**src/rtl/swrst_pkg.sv**
```systemverilog
package swrst_pkg;
  // Register selected by the current bus access
  typedef enum logic [1:0] {
    SEL_NONE = 2'd0,
    SEL_LOCK = 2'd1,
    SEL_CTRL = 2'd2,
    SEL_BAD  = 2'd3
  } reg_sel_e;
endpackage

```
**src/rtl/swrst_decode.sv**
```systemverilog
module swrst_decode
  import swrst_pkg::*;
#(
  parameter int unsigned ADDR_W = 5,
  parameter logic [ADDR_W-1:0] LOCK_OFS = 5'h10,
  parameter logic [ADDR_W-1:0] CTRL_OFS = 5'h14
) (
  input  logic              re,
  input  logic              we,
  input  logic [ADDR_W-1:0] addr,
  output reg_sel_e          sel,
  output logic              lock_we,
  output logic              ctrl_we,
  output logic              bus_err
);
  always_comb begin
    sel = SEL_NONE;
    if (re || we) begin
      if (addr == LOCK_OFS)      sel = SEL_LOCK;
      else if (addr == CTRL_OFS) sel = SEL_CTRL;
      else                       sel = SEL_BAD;
    end
  end

  assign lock_we = we && (sel == SEL_LOCK);
  assign ctrl_we = we && (sel == SEL_CTRL);
  assign bus_err = (sel == SEL_BAD);
endmodule

```
**src/rtl/swrst_chan.sv**
```systemverilog
module swrst_chan (
  input  logic clk,
  input  logic rst_ni,
  input  logic lock_we,
  input  logic lock_wd,
  input  logic ctrl_we,
  input  logic ctrl_wd,
  input  logic hw_hold,
  output logic lock_q,
  output logic ctrl_q,
  output logic rst_n
);
  // Lock bit: a written 0 clears it; nothing but reset sets it again
  always_ff @(posedge clk or negedge rst_ni) begin
    if (!rst_ni) begin
      lock_q <= 1'b1;
    end else if (lock_we && !lock_wd) begin
      lock_q <= 1'b0;
    end
  end

  // Control bit: writable only while the lock bit is still set
  always_ff @(posedge clk or negedge rst_ni) begin
    if (!rst_ni) begin
      ctrl_q <= 1'b1;
    end else if (ctrl_we && lock_q) begin
      ctrl_q <= ctrl_wd;
    end
  end

  assign rst_n = ctrl_q & ~hw_hold;
endmodule

```
**src/rtl/swrst_rdmux.sv**
```systemverilog
module swrst_rdmux
  import swrst_pkg::*;
#(
  parameter int unsigned NUM_CHAN = 2,
  parameter int unsigned DATA_W   = 32
) (
  input  logic                re,
  input  reg_sel_e            sel,
  input  logic [NUM_CHAN-1:0] lock_vec,
  input  logic [NUM_CHAN-1:0] ctrl_vec,
  output logic [DATA_W-1:0]   rdata
);
  localparam int unsigned PAD_W = DATA_W - NUM_CHAN;

  always_comb begin
    rdata = '0;
    if (re) begin
      unique case (sel)
        SEL_LOCK: rdata = {{PAD_W{1'b0}}, lock_vec};
        SEL_CTRL: rdata = {{PAD_W{1'b0}}, ctrl_vec};
        default:  rdata = '0;
      endcase
    end
  end
endmodule

```
**src/rtl/swrst_ctrl.sv**
```systemverilog
module swrst_ctrl
  import swrst_pkg::*;
#(
  parameter int unsigned NUM_CHAN = 2,
  parameter int unsigned ADDR_W   = 5,
  parameter int unsigned DATA_W   = 32,
  parameter logic [ADDR_W-1:0] LOCK_OFS = 5'h10,
  parameter logic [ADDR_W-1:0] CTRL_OFS = 5'h14
) (
  input  logic                clk,
  input  logic                rst_ni,
  input  logic                re,
  input  logic                we,
  input  logic [ADDR_W-1:0]   addr,
  input  logic [DATA_W-1:0]   wdata,
  output logic [DATA_W-1:0]   rdata,
  output logic                err,
  input  logic                lc_rst_req,
  input  logic                sys_rst_req,
  input  logic                por_n,
  output logic [NUM_CHAN-1:0] periph_rst_n
);
  reg_sel_e            sel;
  logic                lock_we;
  logic                ctrl_we;
  logic                hw_hold;
  logic [NUM_CHAN-1:0] lock_q;
  logic [NUM_CHAN-1:0] ctrl_q;
  logic                unused_wdata_hi;

  assign unused_wdata_hi = ^wdata[DATA_W-1:NUM_CHAN];
  assign hw_hold = lc_rst_req | sys_rst_req | ~por_n;

  swrst_decode #(
    .ADDR_W  (ADDR_W),
    .LOCK_OFS(LOCK_OFS),
    .CTRL_OFS(CTRL_OFS)
  ) u_decode (
    .re     (re),
    .we     (we),
    .addr   (addr),
    .sel    (sel),
    .lock_we(lock_we),
    .ctrl_we(ctrl_we),
    .bus_err(err)
  );

  for (genvar gi = 0; gi < NUM_CHAN; gi++) begin : g_chan
    swrst_chan u_chan (
      .clk    (clk),
      .rst_ni (rst_ni),
      .lock_we(lock_we),
      .lock_wd(wdata[gi]),
      .ctrl_we(ctrl_we),
      .ctrl_wd(wdata[gi]),
      .hw_hold(hw_hold),
      .lock_q (lock_q[gi]),
      .ctrl_q (ctrl_q[gi]),
      .rst_n  (periph_rst_n[gi])
    );
  end

  swrst_rdmux #(
    .NUM_CHAN(NUM_CHAN),
    .DATA_W  (DATA_W)
  ) u_rdmux (
    .re      (re),
    .sel     (sel),
    .lock_vec(lock_q),
    .ctrl_vec(ctrl_q),
    .rdata   (rdata)
  );
endmodule

```
**config.mk**
```make
export PLATFORM = sky130hd
export DESIGN_NAME = swrst_ctrl
export DESIGN_NICKNAME = d
export VERILOG_FILES = /design/src/rtl/swrst_pkg.sv /design/src/rtl/swrst_decode.sv /design/src/rtl/swrst_chan.sv /design/src/rtl/swrst_rdmux.sv /design/src/rtl/swrst_ctrl.sv
export SDC_FILE = /design/constraint.sdc
export NUM_CORES = 1
export LEC_CHECK = 0
export BUFFER_PORTS_ARGS = -buffer_cell sky130_fd_sc_hd__buf_4
export CAP_MARGIN = 20
export CORE_MARGIN = 2
export CORE_UTILIZATION = 29
export CTS_CLUSTER_SIZE = 16
export DETAILED_ROUTE_END_ITERATION = 6
export GPL_ROUTABILITY_DRIVEN = 0
export GPL_TIMING_DRIVEN = 0
export PLACE_DENSITY = 0.88
export SLEW_MARGIN = 0
export SYNTH_ARGS = -nofsm -noshare
export SYNTH_HDL_FRONTEND = slang
export SYNTH_SLANG_ARGS = --single-unit
```
**constraint.sdc**
```tcl
create_clock -name clk -period 2.2 [get_ports clk]
set_clock_uncertainty 0.2 [all_clocks]
set_input_delay 0.11 -clock clk [delete_from_list [all_inputs] [get_ports clk]]
set_output_delay 0.11 -clock clk [all_outputs]
set_load 0.01 [all_outputs]
```
==> Yosys cells after proc, flatten, opt, wreduce, memory -nomap -nowiden <==
Index checks and enable logic that the tools add are counted.
{ "word_totals": {"regBits": 4, "latch_bits": 0, "ramBits": 0, "romBits": 0, "input_bits": 44, "output_inout_bits": 35, "word_cells": 29, "memories": 0} }
{ "classes": {"addsub": 0, "multipliers": 0, "n_div": 0, "n_lt_le_gt_ge": 0, "eq_ne": 5, "shift": 0, "muxes": 5, "n_bitwise": 6, "reduce_logical": 9} }
{ "ops": {"columns": ["operator", "count"], "rows": [
  ["32-bit 2-to-1 mux", 1],
  ["5-bit equality test (second input constant)", 2],
  ["1-bit logical AND", 6],
  ["2-bit equality test (second input constant)", 2],
  ["2-bit 2-to-1 mux", 2],
  ["2-bit case mux with 2 select lines", 1],
  ["1-bit AND", 2],
  ["2-bit by 1-bit equality test with 1-bit output (second input constant)", 1],
  ["1-bit logical NOT", 2],
  ["1-bit inverter", 2],
  ["1-bit bitwise OR", 2],
  ["1-bit logical OR", 1],
  ["1-bit 2-to-1 mux", 1]
]} }

==> Longest topological paths before layout <==
{ "logic_depth": {"depth_word": 7, "ltp_mapped": 5} }

==> Hierarchy <==
A second synthesis with hierarchy kept.
{ "hier_totals": {"hier_cells": 63, "area_unflattened_um2": 541.8} }
{ "modules_own_cells": {"columns": ["mod", "instances", "cells_per_inst", "area_per_inst_um2"], "rows": [
  ["swrst_rdmux", 1, 40, 297.8],
  ["swrst_chan", 2, 7, 88.8],
  ["swrst_decode", 1, 8, 57.6],
  ["swrst_ctrl", 1, 1, 8.8]
]} }

==> Least setup slack after synthesis <==
OpenSTA, ideal clock, no wires.
{ "synth_path": {"path_type": "input to register", "startpoint": "input addr[3]", "endpoint": "register g_chan[0].u_chan.ctrl_q", "t_arrival_ps": 1455, "t_required_ps": 1918, "path_slack_ps": 463, "stages": 5, "n_path_buf": 0, "path_cell_list": "or4b_4 o22a_1 ha_1 nand3_1 mux2_2"} }
{ "synth_via": {"elab_chain_len": 7, "elab_cells_between_ends": 8} }
{ "synth_lines": {"columns": ["item", "line_no", "rtl"], "rows": [
  ["start, declared", "swrst_ctrl.sv:14", "input logic [ADDR_W-1:0] addr,"],
  ["5-bit equality test", "swrst_decode.sv:20", "else if (addr == CTRL_OFS) sel = SEL_CTRL;"],
  ["1-bit 2-to-1 mux", "swrst_decode.sv:20", null],
  ["2-bit 2-to-1 mux (*)", "swrst_decode.sv:19", "if (addr == LOCK_OFS) sel = SEL_LOCK;"],
  ["2-bit 2-to-1 mux (*)", "swrst_decode.sv:18", "if (re || we) begin"],
  ["2-bit equality test (*)", "swrst_decode.sv:26", "assign ctrl_we = we && (sel == SEL_CTRL);"],
  ["1-bit logical AND (*)", "swrst_decode.sv:26", null],
  ["1-bit logical AND (*)", "swrst_chan.sv:26", "end else if (ctrl_we && lock_q) begin"],
  ["end signal, assigned", "swrst_chan.sv:27", "ctrl_q <= ctrl_wd;"],
  ["end, declared", "swrst_chan.sv:10", "output logic ctrl_q,"]
]} }
Mark *: on every way between the ends. The rest lies on a longest branch, timed or not.
A chain may end at the register's enable or synchronous reset.

==> Final worst setup path <==
{ "layout_path": {"startpoint": "input addr[3]", "endpoint": "output rdata[0]"} }
{ "layout_via": {"elab_chain_len": 7, "elab_cells_between_ends": 9} }
{ "layout_lines": {"columns": ["item", "line_no", "rtl"], "rows": [
  ["5-bit equality test", "swrst_decode.sv:20", null],
  ["1-bit 2-to-1 mux", "swrst_decode.sv:20", null],
  ["2-bit 2-to-1 mux (*)", "swrst_decode.sv:19", null],
  ["2-bit 2-to-1 mux (*)", "swrst_decode.sv:18", null],
  ["2-bit equality test or 2-bit by 1-bit equality test with 1-bit output (tied branches)", "swrst_rdmux.sv:18", "unique case (sel)"],
  ["2-bit case mux with 2 select lines (*)", "swrst_rdmux.sv:18", null],
  ["32-bit 2-to-1 mux (*)", "swrst_rdmux.sv:17", "if (re) begin"],
  ["end, declared", "swrst_ctrl.sv:16", "output logic [DATA_W-1:0] rdata,"]
]} }
Marks and branches as above.

==> impl_metrics.py <==
metrics = {
    "outcome": {
        "outcome": "finished, final reports clean",
    },
    "critical_path": {
        "critical-path-max-stage-delay_ns": 0.54,
        "worstPathArrival_ns": 1.62,
        "crit_path_end_kind": "output port",
        "cp_slowest_cell": "or4b_4",
        "critPathRequiredTime_ns": 1.89,
        "crit_path_start_kind": "primary input",
        "crit_type": "in2out",
        "worstPathMaxFanout": 4,
        "cp_cell_sequence": "buf_4, or4b_4, o22a_1, ha_1, nand2b_1, nor2_1, buf_4",
        "critPathMostFrequentCell": "buf_4",
    },
    "sta": {
        "grt_setup_unrepaired": "no",
        "post-route-min-period_ns": 1.931,
        "tns_ns": 0,
        "setup_slack_ns": 0.2686,
        "finalSetupViolCount": 0,
        "drv_slew": 0,
        "hold_violations": 0,
        "fin_crit_sh": 0.8779,
        "clock.fmax_mhz": 517.8,
    },
    "final_layout": {
        "stdcell_count": 138,
        "fin_area_sq_um": 862.1,
        "area_delta_synth_final_pct": 61.36,
        "fin_util": 0.4993,
        "nets": 162,
        "n_antenna_cell": 0,
        "layout-drive-gt1-share": 0.5310,
    },
    "global_route": {
        "grt_max_degree": 8,
        "grtUsageTotal": 0.07445,
        "grt_pass1_vias": 354,
        "antenna_found_initial": 0,
        "grt_first_pass_wirelength_mm": 1.166,
        "grt_overflow": 0,
    },
    "synth": {
        "synth_xor_area_frac": 0,
        "synth_common_cells": "32 x buf_4, 4 x dfstp_2, 3 x ha_1",
        "ys_types": 16,
        "synth_top_cell_area_share": 0.4496,
        "synth_compound_area_frac": 0.1124,
        "ys_top_cells_by_area": "buf_4 45%, dfstp_2 20%, ha_1 7.0%",
        "synth-simple-area-share": 0.1148,
        "synth_edf_count": 0,
        "mappedNetlistArea_sq_um": 534.3,
        "synth_top_cell_by_area": "buf_4",
        "async_flop_share": 1.000,
        "synth_top_family_by_area": "buffers and inverters",
        "synth_fa_ha_area_frac": 0.07026,
        "netlist_instances": 60,
        "yosysWarningCount": 0,
        "synth_flop_cell": "dfstp_2",
        "synth_mux_area_frac": 0.04215,
        "syn_area_per_cell_sq_um": 8.904,
        "synth.yosys.seq_area_share": 0.1967,
        "synth_seq_cells": 4,
        "yosysMostFrequentCell": "buf_4",
    },
    "floorplan": {
        "die-width_um": 46.92,
        "die_h_um": 46.92,
        "dieArea_sq_um": 2201,
        "initial_core_util": 0.3094,
        "rows": 15,
        "ios": 79,
        "core-area_sq_um": 1727,
    },
    "min_path": {
        "hp-class": "in2reg",
    },
    "clocking": {
        "cts_sinks": 4,
        "cts_hold_buffers": 3,
        "htreeDepth": 1,
        "clock_latency_ns": 0.22,
        "clk_pin_slew_ns": 0.03,
        "cts_resized": 0,
        "cts_root_buffer": "clkbuf_4",
        "cts_buffer_depth": 2,
        "post_cts_buffers": 0,
        "cts_tree": "yes",
        "cts_buffers": 3,
    },
    "place": {
        "portBuffers": 18,
        "placedCellCount": 132,
        "place_area_sq_um": 809.5,
        "post-place-ws_ns": 0.2490,
    },
    "flow_run": {
        "maxCapViolations": 0,
    },
    "detailed_routing": {
        "vias": 475,
        "drtIter0Drc": 3,
        "route.detailed.drc": 0,
        "wl_um": 927,
        "vias_per_cell": 3.442,
        "wl_per_cell_um": 6.717,
        "drtPass1Iterations": 4,
        "ant_nets": 0,
    },
    "pwr": {
        "irDropWorstVdd_mv": 0.1226,
        "p_leak_nw": 0.4927,
        "power.density_nw_per_um2": 309.8,
    },
}
==> final cells by class <==
class	count	area, sq um
Clock buffer	3	22.52
Sequential cell	4	105.1
Timing Repair Buffer	21	165.2
Inverter	1	3.754
Fill cell	179	864.6
Tap cell	25	31.28
Multi-Input combinational cell	52	294.0
Buffer	32	240.2
==> layer usage <==
metal,GRT usage,part of all wire,routed length (um),vias to the layer above
met1,0.04408,0.29,267,200
met2,0.1753,0.57,529,27
met4,0.03333,0,0,0
met3,0.02308,0.14,130,0
met5,0,0,0,-
li1,-,-,-,248
==> final timing paths <==
check	end	from	slack, ns	depth (start not counted)
worst min-delay path	g_chan[1].u_chan.lock_q	we	0.05	3
worst max register to register	g_chan[1].u_chan.ctrl_q	g_chan[1].u_chan.lock_q	1.03	2
min in group asynchronous	g_chan[1].u_chan.lock_q	rst_ni	0.19	2
worst max-delay path	rdata[0]	addr[3]	0.27	7
max in group asynchronous	g_chan[0].u_chan.ctrl_q	rst_ni	1.59	2
worst min register to register	g_chan[1].u_chan.lock_q	g_chan[1].u_chan.lock_q	0.27	1
==> critical path: cells and delay by family <==
kind	cells	cell delay, ns
adder cells (fa/ha/maj)	1	0.26
buffers and inverters	2	0.24
AND/OR/NAND/NOR	3	0.81
AO/OA/AOI/OAI	1	0.20
==> sequential cells by signal (all words and copies together), names as in the netlist <==
| register | flops |
|---|---|
| g_chan.u_chan.lock_q | 2 |
| g_chan.u_chan.ctrl_q | 2 |
==> logic make-up after synthesis <==
logic type	Yosys count
DFF	4
other	1
buffers and inverters	33
AOI/OAI and AO/OA	8
and+or+nand+nor	9
adders and majority gates	3
muxes	2
==> metrics by stage <==
| step | power (W) | hold slack (ns) |
|---|---|---|
| 6_report | 0.0002670 | 0.04786 |
| 5_1_grt | 0.0002885 | 0.06318 |
| 4_1_cts | 0.0002741 | 0.03498 |
| 3_5_place_dp | 0.0001781 | -0.1253 |
| 3_3_place_gp | 0.0001766 | -0.1282 |
| 2_1_floorplan | 0.0001514 | -0.2378 |
==> power by group <==
group | leakage (nW) | internal, W | total (W) | switching [W]
logic | 0.438 | 0.0000624 | 0.000109 | 0.0000471
registers | 0.0412 | 0.0000744 | 0.0000744 | 0
clock network | 0.0138 | 0.0000605 | 0.0000832 | 0.0000228
total | 0.493 | 0.000197 | 0.000267 | 0.0000699
==> placed cells by master, fill, tap and decap left out <==
| cell | instances |
|---|---|
| mux2_2 | 2 |
| nand2_1 | 1 |
| nor2_1 | 2 |
| ha_1 | 3 |
| inv_1 | 1 |
| buf_4 | 50 |
| o22a_1 | 2 |
| clkbuf_4 | 3 |
| a22oi_1 | 2 |
| nand3_1 | 2 |
| dfstp_2 | 4 |
| dlygate4sd3_1 | 3 |
| conb_1 | 30 |
| o22ai_1 | 2 |
| o21a_1 | 2 |
| nand2b_1 | 1 |
| or4b_4 | 1 |
| nor4bb_1 | 2 |
Note: power is estimated with default switching activity, not from simulation.
